===== src/rtl/modem_loop_pkg.sv =====
package modem_loop_pkg;

  localparam int MDM_W = 4;

  // bit order matches status register bits 7:4 (dcd is msb)
  typedef struct packed {
    logic dcd;
    logic ri;
    logic dsr;
    logic cts;
  } mdm_stat_t;

  // loopback crosswiring: control bits 0..3 feed cts, dsr, ri, dcd
  function automatic mdm_stat_t loop_map(input logic [MDM_W-1:0] ctl);
    mdm_stat_t s;
    s.cts = ctl[0];
    s.dsr = ctl[1];
    s.ri  = ctl[2];
    s.dcd = ctl[3];
    return s;
  endfunction

  // pins packed {dcd_n, ri_n, dsr_n, cts_n}, active low
  function automatic mdm_stat_t pin_map(input logic [MDM_W-1:0] pins_n);
    return mdm_stat_t'(~pins_n);
  endfunction

  // delta bits: 0 cts change, 1 dsr change, 2 ri trailing edge, 3 dcd change
  function automatic logic [MDM_W-1:0] delta_of(input mdm_stat_t old_s,
                                                input mdm_stat_t new_s);
    logic [MDM_W-1:0] d;
    d[0] = old_s.cts ^ new_s.cts;
    d[1] = old_s.dsr ^ new_s.dsr;
    d[2] = old_s.ri & ~new_s.ri;
    d[3] = old_s.dcd ^ new_s.dcd;
    return d;
  endfunction

endpackage


===== src/rtl/modem_sync.sv =====
module modem_sync #(
  parameter int W      = 4,
  parameter int STAGES = 2
) (
  input  logic         clk,
  input  logic         rst_n,
  input  logic [W-1:0] din,
  output logic [W-1:0] dout
);
  logic [STAGES-1:0][W-1:0] chain_q;

  genvar g;
  generate
    for (g = 0; g < STAGES; g++) begin : g_stage
      if (g == 0) begin : g_first
        always_ff @(posedge clk or negedge rst_n) begin
          if (!rst_n) chain_q[g] <= '1;
          else        chain_q[g] <= din;
        end
      end else begin : g_next
        always_ff @(posedge clk or negedge rst_n) begin
          if (!rst_n) chain_q[g] <= '1;
          else        chain_q[g] <= chain_q[g-1];
        end
      end
    end
  endgenerate

  assign dout = chain_q[STAGES-1];
endmodule


===== src/rtl/modem_path_mux.sv =====
module modem_path_mux #(
  parameter int CTL_W = 4
) (
  input  logic             loop_en,
  input  logic             core_txd,
  input  logic             pin_rxd,
  input  logic [CTL_W-1:0] ctl_bits,
  output logic             pin_txd,
  output logic             core_rxd,
  output logic [CTL_W-1:0] ctl_pins_n
);
  localparam logic [CTL_W-1:0] IDLE_N = '1;

  always_comb begin
    if (loop_en) begin
      pin_txd    = 1'b1;
      core_rxd   = core_txd;
      ctl_pins_n = IDLE_N;
    end else begin
      pin_txd    = core_txd;
      core_rxd   = pin_rxd;
      ctl_pins_n = ~ctl_bits;
    end
  end
endmodule


===== src/rtl/modem_status_reg.sv =====
module modem_status_reg
  import modem_loop_pkg::*;
(
  input  logic             clk,
  input  logic             rst_n,
  input  logic             loop_en,
  input  logic [MDM_W-1:0] ctl_bits,
  input  logic [MDM_W-1:0] pins_sync_n,
  input  logic             rd_clr,
  input  logic             msi_en,
  output mdm_stat_t        stat_q,
  output logic [MDM_W-1:0] delta_q,
  output logic             irq
);
  logic             loop_d;
  logic             mode_chg;
  mdm_stat_t        src;
  logic [MDM_W-1:0] delta_ev;
  logic [MDM_W-1:0] delta_nx;

  assign mode_chg = loop_en != loop_d;
  assign src      = loop_en ? loop_map(ctl_bits) : pin_map(pins_sync_n);
  assign delta_ev = mode_chg ? '0 : delta_of(stat_q, src);
  assign delta_nx = (rd_clr ? '0 : delta_q) | delta_ev;

  always_ff @(posedge clk or negedge rst_n) begin
    if (!rst_n) begin
      loop_d  <= 1'b0;
      stat_q  <= '0;
      delta_q <= '0;
    end else begin
      loop_d  <= loop_en;
      stat_q  <= src;
      delta_q <= delta_nx;
    end
  end

  assign irq = msi_en & (|delta_q);


  mode_switch_quiet_chk: assert property (@(posedge clk) disable iff (!rst_n)
    mode_chg |=> ((delta_q & ~$past(delta_q)) == '0));


  rd_clear_chk: assert property (@(posedge clk) disable iff (!rst_n)
    (rd_clr && delta_ev == '0) |=> (delta_q == '0));


  ri_trailing_chk: assert property (@(posedge clk) disable iff (!rst_n)
    $rose(delta_q[2]) |-> ($past(stat_q.ri) && !stat_q.ri));


  delta_sticky_chk: assert property (@(posedge clk) disable iff (!rst_n)
    (!rd_clr) |=> ((delta_q & $past(delta_q)) == $past(delta_q)));
endmodule


===== src/rtl/modem_loop_ctl.sv =====
module modem_loop_ctl
  import modem_loop_pkg::*;
#(
  parameter int DATA_W      = 8,
  parameter int SYNC_STAGES = 2
) (
  input  logic              clk,
  input  logic              rst_n,
  input  logic              reg_sel,
  input  logic              reg_wr,
  input  logic              reg_rd,
  input  logic [DATA_W-1:0] reg_wdata,
  output logic [DATA_W-1:0] reg_rdata,
  input  logic              msi_en,
  output logic              msi_irq,
  input  logic              core_txd,
  output logic              core_rxd,
  output logic              pin_txd,
  input  logic              pin_rxd,
  input  logic              pin_cts_n,
  input  logic              pin_dsr_n,
  input  logic              pin_dcd_n,
  input  logic              pin_ri_n,
  output logic              pin_dtr_n,
  output logic              pin_rts_n,
  output logic              pin_out1_n,
  output logic              pin_out2_n
);
  localparam int CTL_W   = MDM_W + 1;
  localparam int LOOP_B  = MDM_W;
  localparam int PAD_W   = DATA_W - CTL_W;

  logic [CTL_W-1:0] ctl_q;
  logic             loop_en;
  logic             rd_clr;
  logic [MDM_W-1:0] pins_raw_n;
  logic [MDM_W-1:0] pins_sync_n;
  logic [MDM_W-1:0] ctl_pins_n;
  mdm_stat_t        stat_q;
  logic [MDM_W-1:0] delta_q;

  assign loop_en    = ctl_q[LOOP_B];
  assign rd_clr     = reg_rd & reg_sel;
  assign pins_raw_n = {pin_dcd_n, pin_ri_n, pin_dsr_n, pin_cts_n};

  always_ff @(posedge clk or negedge rst_n) begin
    if (!rst_n)                 ctl_q <= '0;
    else if (reg_wr && !reg_sel) ctl_q <= reg_wdata[CTL_W-1:0];
  end

  modem_sync #(.W(MDM_W), .STAGES(SYNC_STAGES)) u_sync (
    .clk   (clk),
    .rst_n (rst_n),
    .din   (pins_raw_n),
    .dout  (pins_sync_n)
  );

  modem_path_mux #(.CTL_W(MDM_W)) u_mux (
    .loop_en    (loop_en),
    .core_txd   (core_txd),
    .pin_rxd    (pin_rxd),
    .ctl_bits   (ctl_q[MDM_W-1:0]),
    .pin_txd    (pin_txd),
    .core_rxd   (core_rxd),
    .ctl_pins_n (ctl_pins_n)
  );

  assign pin_dtr_n  = ctl_pins_n[0];
  assign pin_rts_n  = ctl_pins_n[1];
  assign pin_out1_n = ctl_pins_n[2];
  assign pin_out2_n = ctl_pins_n[3];

  modem_status_reg u_stat (
    .clk         (clk),
    .rst_n       (rst_n),
    .loop_en     (loop_en),
    .ctl_bits    (ctl_q[MDM_W-1:0]),
    .pins_sync_n (pins_sync_n),
    .rd_clr      (rd_clr),
    .msi_en      (msi_en),
    .stat_q      (stat_q),
    .delta_q     (delta_q),
    .irq         (msi_irq)
  );

  assign reg_rdata = reg_sel ? {stat_q, delta_q} : {{PAD_W{1'b0}}, ctl_q};


  loop_serial_chk: assert property (@(posedge clk) disable iff (!rst_n)
    loop_en |-> (pin_txd && core_rxd == core_txd));


  loop_outs_idle_chk: assert property (@(posedge clk) disable iff (!rst_n)
    loop_en |-> (pin_dtr_n && pin_rts_n && pin_out1_n && pin_out2_n));


  loop_pins_ignored_chk: assert property (@(posedge clk) disable iff (!rst_n)
    $past(loop_en) |-> (stat_q == loop_map($past(ctl_q[MDM_W-1:0]))));


  irq_needs_enable_chk: assert property (@(posedge clk) disable iff (!rst_n)
    msi_irq |-> (msi_en && delta_q != '0));
endmodule


===== config.mk =====
export PLATFORM = sky130hd
export DESIGN_NAME = modem_loop_ctl
export DESIGN_NICKNAME = d
export VERILOG_FILES = /design/src/rtl/modem_loop_pkg.sv /design/src/rtl/modem_sync.sv /design/src/rtl/modem_path_mux.sv /design/src/rtl/modem_status_reg.sv /design/src/rtl/modem_loop_ctl.sv
export SDC_FILE = /design/constraint.sdc
export NUM_CORES = 1
export LEC_CHECK = 0
export CORE_MARGIN = 2
export CORE_UTILIZATION = 40
export DETAILED_ROUTE_END_ITERATION = 10
export DONT_BUFFER_PORTS = 1
export GPL_TIMING_DRIVEN = 0
export REMOVE_ABC_BUFFERS = 1
export SYNTH_ARGS = -nofsm -noshare
export SYNTH_HDL_FRONTEND = slang
export SYNTH_SLANG_ARGS = --single-unit

===== constraint.sdc =====
create_clock -name clk -period 1.1 [get_ports clk]
set_input_delay 0.22 -clock clk [delete_from_list [all_inputs] [get_ports clk]]
set_output_delay 0.22 -clock clk [all_outputs]
set_load 0.01 [all_outputs]

-- Word-level counts from Yosys, hierarchy flattened
Cells that the tools add are included.
- register bits after elaboration: 22
- bits in latches: 0
- memory bits (writable): 0
- ROM bits: 0
- input port bits: 20
- output and inout bits: 15
- word-level logic and storage cells: 30
- memories kept: 0
- $add $sub $neg: 0
- multiply operators: 0
- divide/modulo/power cells: 0
- order comparisons: 0
- eq/ne operators: 1
- shift operators: 0
- mux-type cells: 7
- bitwise gates (word level): 10
- reductions and logical operators: 3
- operators with widths (kind ; number):
    $mux 4 ; 4
    $mux 8 ; 1
    $not 4->4 ; 2
    $or 4x4->4 ; 1
    $reduce_or 4->1 ; 1
    $and 1x1->1 ; 3
    $xor 1x1->1 ; 3
    $mux 1 ; 2
    $logic_and 1x1->1 ; 1
    $logic_not 1->1 ; 1
    $ne 1x1->1 ; 1
    $not 1->1 ; 1

-- Depth between registers and ports, before layout
- word-level depth: 6
- depth in mapped cells: 4
- depth with buffers taken out: 3

-- By module
Synthesis repeated with hierarchy kept, for this count alone.
- cells, all modules: 77
- area total of the unflattened synthesis: 993.5 µm²
- by module, submodules not included (module ; times used ; cells an instance ; area each (µm²) ; seq. area each (µm²)):
    modem_status_reg ; 1 ; 38 ; 414.1 ; 225.2
    modem_loop_ctl ; 1 ; 21 ; 292.8 ; 125.1
    modem_sync ; 1 ; 12 ; 240.2 ; 210.2
    modem_path_mux ; 1 ; 6 ; 46.3 ; 0.0

-- Worst setup path after synthesis
OpenSTA, ideal clock, no wires.
- kind: flip-flop to output port
- from: register ctl_q[4]
- to: output pin_txd
- data arrival time: 0.949 ns
- data required time: 0.880 ns
- path slack: -0.069 ns
- cell stages (with the launch flop): 4
- path buffers: 2
- path through: dfrtp_1 buf_2 buf_6 or2_2
- cells in the longest elaborated chain, start to end: 1
- ends and longest elaborated chain (what ; RTL line ; source):
    start, declared ; modem_loop_ctl.sv:33 ; logic [CTL_W-1:0] ctl_q;
    start signal, assigned ; modem_loop_ctl.sv:48 ; else if (reg_wr && !reg_sel) ctl_q <= reg_wdata[CTL_W-1:0];
    $mux 1 ; modem_path_mux.sv:15 ; if (loop_en) begin
    end, declared ; modem_loop_ctl.sv:18 ; output logic pin_txd,
No other way between the ends.

-- Worst setup path after layout
- from: register u_stat.delta_q[3]
- to: output msi_irq
- cells in the longest elaborated chain, start to end: 2
- ends and longest elaborated chain (what ; RTL line ; source):
    start, declared ; modem_status_reg.sv:12 ; output logic [MDM_W-1:0] delta_q,
    start signal, assigned ; modem_status_reg.sv:34 ; delta_q <= delta_nx;
    $reduce_or 4->1 ; modem_status_reg.sv:38 ; assign irq = msi_en & (|delta_q);
    $and 1x1->1 ; modem_status_reg.sv:38 ;
    end, declared ; modem_loop_ctl.sv:15 ; output logic msi_irq,
No other way between the ends.

==> results.py <==
metrics = {
    "run_status": {
        "outcome": "finished with violations",
        "violations": "setup timing",
    },
    "synthesis": {
        "yosysMostFrequentCell": "dfrtp_1",
        "synth_flop_cell": "dfrtp_1",
        "synth_warnings": 0,
        "synth-edff-count": 0,
        "avgSynthCellArea_um2": 11.6,
        "synthArstFlopShare_pct": 100,
        "synth_cell_types": 19,
        "ys_top_cells_by_count": "dfrtp_1 (14), nand2_1 (11), o21ai_0 (10), dfstp_2 (8), xnor2_1 (6)",
        "synth_top_area_share_pct": 36.8,
        "syn_area_um2": 951,
        "ys_seq_elements": 22,
        "synthCells": 82,
        "seq_area_frac_synth_pct": 58.9,
        "synth_top_cell_by_area": "dfrtp_1",
        "netlist_top_cells_area": "dfrtp_1 (37%), dfstp_2 (22%), xnor2_1 (5.5%)",
    },
    "cts": {
        "htree_levels": 1,
        "numCtsBuffers": 3,
        "cts_root_buffer": "clkbuf_4",
        "tritoncts": "built",
        "clk_latency_ps": 300,
        "clock_sink_count": 22,
        "clk_path_buf_depth": 2,
        "clkTransAtPathRegs_ps": 120,
    },
    "grt": {
        "grt_pass1_wl_mm": 3.03,
        "grt_remaining_overflow": 0,
        "grt_pass1_vias": 657,
        "antenna_found_initial": 0,
        "grt_start_max_net_pins": 23,
        "groute.usage.overall_pct": 15.4,
    },
    "setup_path": {
        "r2r_start": "ctl_q[4]",
        "slowest_delay_ps": 470,
        "path_cells": "o41a_1",
        "arrival_ps": 1170,
        "cp_num_buf_inv": 0,
        "crit_slowest_cell": "o41a_1",
        "cp_max_fo": 2,
        "worstSetupPathType": "reg -> out",
        "startpoint_type": "flip-flop",
        "end_kind": "output pin",
        "required_ps": 880,
        "worst_setup_path_startpoint": "u_stat.delta_q[3]",
        "critPathTopFamily": "compound AO/OA/AOI/OAI gates",
    },
    "worst_hold_path": {
        "hp-start": "reg_wdata[1]",
        "holdCritPathClass": "in -> reg",
    },
    "timing": {
        "hold_viol_final": 0,
        "finalSetupTns_ps": -2400,
        "rsz0062_at_grt": "true",
        "max_freq_mhz": 721,
        "period_share_pct": 126,
        "hold_ws_ps": 37.4,
        "slew_viol_final": 0,
        "worst_pin_slew_ps": 952,
        "timing.slew.headroom_pct": 36.5,
        "fin_skew_ps": 0.253,
        "fin_ws_ps": -287,
        "setup_viol": 18,
        "fin_crit_ps": 1390,
    },
    "flow_run": {
        "drv_cap": 0,
    },
    "drt": {
        "drcViolationCount": 0,
        "drtPass1Iterations": 3,
        "vias": 685,
        "wl_mm": 2.03,
        "final_antenna_net_count": 0,
        "post_drt_wl_per_cell_um": 15.3,
        "detail_route.vias_per_cell": 5.15,
        "drt_iter0_markers": 3,
    },
    "power_and_ir_drop": {
        "internal-power_mw": 1.48,
        "switching_power_uw": 644,
        "switching_share_pct": 30.4,
        "ir_drop_mv": 1.07,
        "pwr-share-comb_pct": 33.4,
        "pwr-share-clk_pct": 17.3,
        "power.density_nw_per_um2": 1640,
        "seq_power_share_pct": 49.3,
        "p_leak_nw": 0.582,
    },
    "finish": {
        "multi_input_area_um2": 442,
        "fin_area_um2": 1290,
        "n_antenna_cell": 0,
        "final_util_pct": 57.9,
        "drive_gt1_share_pct": 52.4,
        "fillers": 198,
        "area_growth_pct": 36.1,
        "nNetsFinal": 127,
        "seq_area_um2": 562,
    },
    "placed_design": {
        "hpwl_mm": 1.17,
        "globalplace.congestion": 0.735,
        "placed_area_um2": 953,
        "io_buffers": 0,
        "place_ws_ps": -245,
    },
    "die": {
        "std_cell_rows": 17,
        "core_um2": 2230,
        "die_y_um": 52.8,
        "dieArea_um2": 2780,
        "start_util_pct": 42.6,
        "dieWidth_um": 52.8,
        "ioPinCount": 35,
    },
}
power by group through the flow:
stage	clock (mW)	combinational (mW)	sequential, mW
floorplan	0	0.284	1.04
global placement	0	0.319	1.08
detailed placement	0	0.324	1.08
CTS	0.378	0.623	1.04
global route	0.401	0.770	1.06
finish	0.367	0.708	1.05
cells by family after synthesis:
kind of cell    after synthesis  share of synthesized area (%)
simple gates                 25                           12.8
flops                        22                           58.9
compound gates               14                           9.61
buf+inv                       8                           5.00
mux                           7                           8.16
xor+xnor                      6                           5.53
area by class of cell:
class	count	area share (%)
clock buffers	3	1.74
multi-input cells	52	34.1
inverters	4	1.16
repair buffers	24	16.8
flip-flops and latches	22	43.4
well taps	28	2.71
timing repair:
item / 4_1_cts / 5_1_grt
resized for setup: 28 / 14
endpoints found under the hold margin: 26 / 0
pin swaps: 6 / 5
setup buffers: 15 / 7
hold buffers: 5 / 0
endpoints found under the setup margin: 19 / 43
flip-flops by register name, summed over array words and instances, names as in the netlist:
name and cells:
ctl_q 5, u_stat.delta_q 4, u_stat.stat_q 4, u_sync.chain_q 4, u_sync.dout 4, u_stat.loop_d 1
cell usage in the layout (no fill, tap or decap):
cell type	netlist	routed
or2_4	0	1
mux2_4	1	3
mux2i_1	4	4
o21ai_2	0	3
buf_6	2	6
o21ai_1	0	1
xnor2_1	6	6
nand2_1	11	7
inv_1	4	2
inv_2	0	2
nor2_4	0	1
clkbuf_4	0	3
nand2_2	0	4
dfrtp_1	14	13
dfstp_2	8	8
and2_4	0	4
o21ai_4	0	2
dfrtp_2	0	1
nor2b_1	1	1
nand2b_4	0	4
o21ai_0	10	4
buf_4	0	13
dlymetal6s4s_1	0	1
a221o_1	3	3
dlygate4sd3_1	0	4
nor2_1	3	3
o41a_1	1	1
final timing paths:
path                                       end  slack [ps]  depth (start not counted)
worst max register to register        ctl_q[4]        -130                          4
min in group asynchronous             ctl_q[3]         120                          1
worst max-delay path                   msi_irq        -290                          1
max in group asynchronous             ctl_q[4]         340                          1
worst min-delay path                  ctl_q[1]          40                          2
worst min register to register  u_sync.dout[1]         370                          0
metrics by stage:
| stage | std cells | power [mW] |
|---|---|---|
| floorplan | 78 | 1.33 |
| CTS | 129 | 2.04 |
| global placement | 106 | 1.39 |
| finish | 133 | 2.12 |
| global route | 133 | 2.23 |
| detailed placement | 106 | 1.41 |
routing by layer:
layer	vias up	wire, um	share of wire [%]	GRT usage (%)
met5	-	0	0	0
met1	350	870	43	19.5
li1	318	-	-	-
met2	15	1070	52	25.0
met3	2	82	4.0	3.71
met4	0	12	0.59	6.41
No activity file was read; power rests on OpenSTA's default activity.
